[src/rtl/sci_req_pkg.sv]
package sci_req_pkg;
  localparam int NUM_SRC = 4;
  localparam int CODE_W = $clog2(NUM_SRC + 1);

  // Priority index inside the CPU request vector: 0 is highest.
  localparam int IDX_BRK = 0;
  localparam int IDX_ERR = 1;
  localparam int IDX_RX  = 2;
  localparam int IDX_TX  = 3;

  typedef enum logic [CODE_W-1:0] {
    SRC_NONE = 3'd0,
    SRC_BRK  = 3'd1,
    SRC_ERR  = 3'd2,
    SRC_RX   = 3'd3,
    SRC_TX   = 3'd4
  } src_code_e;

  typedef struct packed {
    logic brkCpu;
    logic errCpu;
    logic rxCpu;
    logic txCpu;
    logic rxDma;
    logic txDma;
  } req_strobes_t;
endpackage

[src/rtl/sci_req_gate.sv]
module sci_req_gate
  import sci_req_pkg::*;
(
  input  logic txEmpty,
  input  logic rxFull,
  input  logic dataReady,
  input  logic rxError,
  input  logic breakDet,
  input  logic overrun,
  input  logic txIntEn,
  input  logic rxIntEn,
  input  logic errIntEn,
  input  logic asyncMode,
  input  logic txToDma,
  input  logic rxToDma,
  output req_strobes_t strobes
);
  logic txPending;
  logic rxPending;
  logic errPathOn;
  logic rxDataSeen;

  always_comb begin
    // Data-ready is only meaningful in asynchronous mode.
    rxDataSeen = rxFull | (asyncMode & dataReady);
    txPending  = txIntEn & txEmpty;
    rxPending  = rxIntEn & rxDataSeen;
    // Line-fault requests survive with receive interrupts turned off.
    errPathOn  = rxIntEn | errIntEn;

    strobes.txCpu  = txPending & ~txToDma;
    strobes.txDma  = txPending & txToDma;
    strobes.rxCpu  = rxPending & ~rxToDma;
    strobes.rxDma  = rxPending & rxToDma;
    strobes.errCpu = errPathOn & rxError;
    strobes.brkCpu = errPathOn & (breakDet | overrun);
  end
endmodule

[src/rtl/sci_req_path.sv]
module sci_req_path
  import sci_req_pkg::*;
(
  input  logic clk,
  input  logic rst,
  input  req_strobes_t strobes,
  output logic txReq,
  output logic rxReq,
  output logic errReq,
  output logic brkReq,
  output logic txDmaReq,
  output logic rxDmaReq,
  output logic [CODE_W-1:0] topSource
);
  logic [NUM_SRC-1:0] cpuVec;
  logic [CODE_W-1:0] codeNext;

  always_comb begin
    cpuVec = '0;
    cpuVec[IDX_BRK] = strobes.brkCpu;
    cpuVec[IDX_ERR] = strobes.errCpu;
    cpuVec[IDX_RX]  = strobes.rxCpu;
    cpuVec[IDX_TX]  = strobes.txCpu;
  end

  // Scan from lowest to highest priority so the highest wins.
  always_comb begin
    codeNext = CODE_W'(SRC_NONE);
    for (int i = NUM_SRC - 1; i >= 0; i--) begin
      if (cpuVec[i]) codeNext = CODE_W'(i + 1);
    end
  end

  always_ff @(posedge clk) begin
    if (rst) begin
      txReq     <= 1'b0;
      rxReq     <= 1'b0;
      errReq    <= 1'b0;
      brkReq    <= 1'b0;
      txDmaReq  <= 1'b0;
      rxDmaReq  <= 1'b0;
      topSource <= '0;
    end else begin
      txReq     <= strobes.txCpu;
      rxReq     <= strobes.rxCpu;
      errReq    <= strobes.errCpu;
      brkReq    <= strobes.brkCpu;
      txDmaReq  <= strobes.txDma;
      rxDmaReq  <= strobes.rxDma;
      topSource <= codeNext;
    end
  end

  assert_brk_wins_R8: assert property (@(posedge clk) disable iff (rst)
    brkReq |-> topSource == CODE_W'(SRC_BRK));
  assert_err_over_rx_R8: assert property (@(posedge clk) disable iff (rst)
    (errReq && !brkReq) |-> topSource == CODE_W'(SRC_ERR));
  assert_none_idle_R8: assert property (@(posedge clk) disable iff (rst)
    (topSource == CODE_W'(SRC_NONE)) |-> !(txReq || rxReq || errReq || brkReq));
  assert_tx_split_R7: assert property (@(posedge clk) disable iff (rst)
    !(txReq && txDmaReq));
endmodule

[src/rtl/sci_req_ctrl.sv]
module sci_req_ctrl
  import sci_req_pkg::*;
(
  input  logic clk,
  input  logic rst,
  input  logic txEmpty,
  input  logic rxFull,
  input  logic dataReady,
  input  logic rxError,
  input  logic breakDet,
  input  logic overrun,
  input  logic txIntEn,
  input  logic rxIntEn,
  input  logic errIntEn,
  input  logic asyncMode,
  input  logic txToDma,
  input  logic rxToDma,
  output logic txReq,
  output logic rxReq,
  output logic errReq,
  output logic brkReq,
  output logic txDmaReq,
  output logic rxDmaReq,
  output logic [2:0] topSource
);
  req_strobes_t strobes;

  sci_req_gate uGate (
    .txEmpty(txEmpty), .rxFull(rxFull), .dataReady(dataReady),
    .rxError(rxError), .breakDet(breakDet), .overrun(overrun),
    .txIntEn(txIntEn), .rxIntEn(rxIntEn), .errIntEn(errIntEn),
    .asyncMode(asyncMode), .txToDma(txToDma), .rxToDma(rxToDma),
    .strobes(strobes)
  );

  sci_req_path uPath (
    .clk(clk), .rst(rst), .strobes(strobes),
    .txReq(txReq), .rxReq(rxReq), .errReq(errReq), .brkReq(brkReq),
    .txDmaReq(txDmaReq), .rxDmaReq(rxDmaReq), .topSource(topSource)
  );

  assert_tx_raise_R1: assert property (@(posedge clk) disable iff (rst)
    (txIntEn && txEmpty && !txToDma) |=> txReq);
  assert_clocked_ignores_dr_R3: assert property (@(posedge clk) disable iff (rst)
    (!asyncMode && !rxFull) |=> (!rxReq && !rxDmaReq));
  assert_rx_off_R4: assert property (@(posedge clk) disable iff (rst)
    !rxIntEn |=> (!rxReq && !rxDmaReq));
  assert_brk_src_R5: assert property (@(posedge clk) disable iff (rst)
    ((rxIntEn || errIntEn) && (breakDet || overrun)) |=> brkReq);
  assert_err_via_rx_R6: assert property (@(posedge clk) disable iff (rst)
    (rxIntEn && rxError) |=> errReq);
  assert_rx_dma_quiet_R7: assert property (@(posedge clk) disable iff (rst)
    rxToDma |=> !rxReq);
  assert_reset_clear_R9: assert property (@(posedge clk)
    rst |=> (!txReq && !rxReq && !errReq && !brkReq && !txDmaReq && !rxDmaReq
             && topSource == 3'd0));
endmodule

[config.mk]
export PLATFORM = sky130hd
export DESIGN_NAME = sci_req_ctrl
export DESIGN_NICKNAME = d
export VERILOG_FILES = /design/src/rtl/sci_req_pkg.sv /design/src/rtl/sci_req_gate.sv /design/src/rtl/sci_req_path.sv /design/src/rtl/sci_req_ctrl.sv
export SDC_FILE = /design/constraint.sdc
export NUM_CORES = 1
export LEC_CHECK = 0
export ABC_AREA = 1
export BUFFER_PORTS_ARGS = -buffer_cell sky130_fd_sc_hd__buf_2
export CAP_MARGIN = 30
export CORE_AREA = 2 2 39 41
export DETAILED_ROUTE_END_ITERATION = 8
export DIE_AREA = 0 0 41 43
export PLACE_DENSITY = 0.58
export SLEW_MARGIN = 10
export SYNTH_ARGS = -nofsm -noshare
export SYNTH_HDL_FRONTEND = slang
export SYNTH_SLANG_ARGS = --single-unit
[constraint.sdc]
create_clock -name clk -period 1.1 [get_ports clk]
set_input_delay 0.11 -clock clk [delete_from_list [all_inputs] [get_ports clk]]
set_output_delay 0.11 -clock clk [all_outputs]
set_load 0.01 [all_outputs]
==> impl_metrics.yaml <==
run_status:
  status: "finished clean"
setup_path:
  worstPathRequired_ns: 0.99
  crit_slowest_cell: "dfxtp_1"
  cp_top_family: "flip-flops"
  cp-end-kind: "primary output"
  slowest_delay_ns: 0.30
  crit_buf_inv: 1
  path_class: "register to primary output"
  start_kind: "register"
  cp.arrival_ns: 0.67
  critPathMaxFanout: 1
  cp_cell_sequence: "buf_2"
clock_tree:
  ctsHoldBuffers: 0
  post_cts_buffers: 0
  clkTransAtPathRegs_ns: 0.05
  cts_made_buffers: 3
  clockBufferDepth: 2
  cts_sinks: 9
  cts_resized: 0
  cts-htree-levels: 1
  cts_tree: "built"
  ctsRootBufferMaster: "clkbuf_4"
drt:
  post-route-drc-count: 0
  ant_nets: 0
  vias_per_cell: 3.878
  drt-total-wl_um: 558
  num_vias: 318
  drtIter0Drc: 6
  firstDrtPassIters: 2
  wl_per_cell_um: 6.805
cells_and_area:
  nFillCells: 161
  instances_no_fill: 82
  design_area_sq_um: 476.7
  fin_util_pct: 34.45
  synthToLayoutAreaGrowth_pct: 48.83
  nNetsFinal: 81
  diodes: 0
  drive_gt1_share_pct: 45.45
global_routing:
  grt_max_degree: 6
  gr-total-overflow: 0
  grt_pass1_vias: 279
  grt_pass1_wl_um: 931
  track_usage_pct: 8.149
  antenna_found_initial: 0
yosys:
  synth_cells: 40
  syn_area_sq_um: 320.3
  synthesis.nets: 54
  synth_warnings: 0
  yosysTopAreaCellShare_pct: 56.25
  ys_seq_area_share_pct: 56.25
  yosys.area.top_type: "dfxtp_1"
  avgSynthCellArea_sq_um: 8.008
  synth_cell_types: 12
  ys_ff_latch: 9
  synthTopCellsByArea: "dfxtp_1 (56%), nand2_1 (11%), inv_1 (9.4%), nor2_1 (4.7%), nand2_2 (3.9%)"
floorplanning:
  ios: 23
  die-area_sq_mm: 0.001763
  die_h_um: 43
  fp-row-count: 14
  die_w_um: 41
  start_util_pct: 23.15
  core_area_sq_mm: 0.001384
sta:
  maxSlewViolCount: 0
  fin_crit_ns: 0.7822
  worst_slew_pin_slew_ns: 0.1467
  fin_crit_sh_pct: 71.11
  rsz0062_at_grt: "false"
  setup_violations: 0
  hold_violations: 0
  timing.slew.headroom_pct: 90.17
  max_freq_mhz: 1278
  totalNegativeSetupSlack_ns: 0
pwr:
  worst_ir_drop_vdd_mv: 0.3634
  p_leak_nw: 0.2853
  powerDensity_mw_per_mm2: 1395
job:
  maxCapViolCount: 0
placement:
  port_buffers: 22
  dp.cells: 78
  hpwl_um: 494.1
  routabilityCongestion: 0.8221
  placed_cell_area_sq_um: 450.4
hold_path:
  min_path_type: "input port to register"
-- flip-flops by register name, summed over array words and instances (netlist names) --
signal           flops
uPath.brkReq         1
uPath.topSource      3
uPath.errReq         1
uPath.rxDmaReq       1
uPath.txDmaReq       1
uPath.txReq          1
uPath.rxReq          1
-- final timing paths --
path / startpoint / to / slack (ns) / cells after the start
worst max-delay path: uPath.rxDmaReq / rxDmaReq / 0.32 / 1
worst min-delay path: txToDma / uPath.txReq / 0.04 / 2
-- where the power goes --
part           internal [W]  switching (W)
registers          0.000340     0.00000239
clock network      0.000139      0.0000988
logic             0.0000393      0.0000456
-- through the flow --
stage	total power (W)	worst slack, ns	hold WS (ns)
after global routing	0.0007059	0.2702	0.03346
after CTS	0.0006743	0.2983	0.03899
final	0.0006651	0.3178	0.04150
after detailed placement	0.0004363	0.3824	0.3040
after global placement	0.0004356	0.3820	0.3040
after floorplan	0.0003916	0.5478	0.1816
-- kinds of logic (layout without fill, tap and decap cells) --
group | after synthesis | after routing | share of synthesized area [%]
and+or+nand+nor | 20 | 20 | 29.30
DFF | 9 | 9 | 56.25
buffers and inverters | 9 | 35 | 10.55
AOI/OAI and AO/OA | 2 | 2 | 3.906
-- layout by cell type, fill, tap and decap left out --
cell,count
buf_2,22
nand2_1,9
nor3_2,1
nand3_1,2
clkbuf_4,3
inv_2,1
nand2_2,2
a21oi_1,1
nor2_2,1
clkbuf_1,1
o21bai_1,1
dfxtp_1,9
nand4_1,1
nor2_1,4
inv_1,8
-- area by class of cell --
class,instances,area [sq um],area share (%)
clock buffer,4,26.28,5.512
inverter,9,33.78,7.087
multi-input combinational,22,106.4,22.31
sequential,9,180.2,37.80
tap,16,20.02,4.199
timing repair buffer,22,110.1,23.10
-- Yosys cell counts --
cell type,instances
inv_1,8
nor2_1,4
dfxtp_1,9
inv_2,1
a21oi_1,1
nand3_1,2
nand2_2,2
nand2_1,9
nand4_1,1
nor2_2,1
nor3_2,1
o21bai_1,1
-- per-layer routing --
| metal | global-route usage (%) | up-vias | wire (um) | part of all wire, % |
|---|---|---|---|---|
| met1 | 9.385 | 130 | 220 | 39 |
| li1 | - | 170 | - | - |
| met2 | 10.63 | 16 | 265 | 47 |
| met3 | 1.571 | 2 | 63 | 11 |
| met5 | 0 | - | 0 | 0 |
| met4 | 10.00 | 0 | 9 | 1.6 |
(Power assumes the default switching activity.)
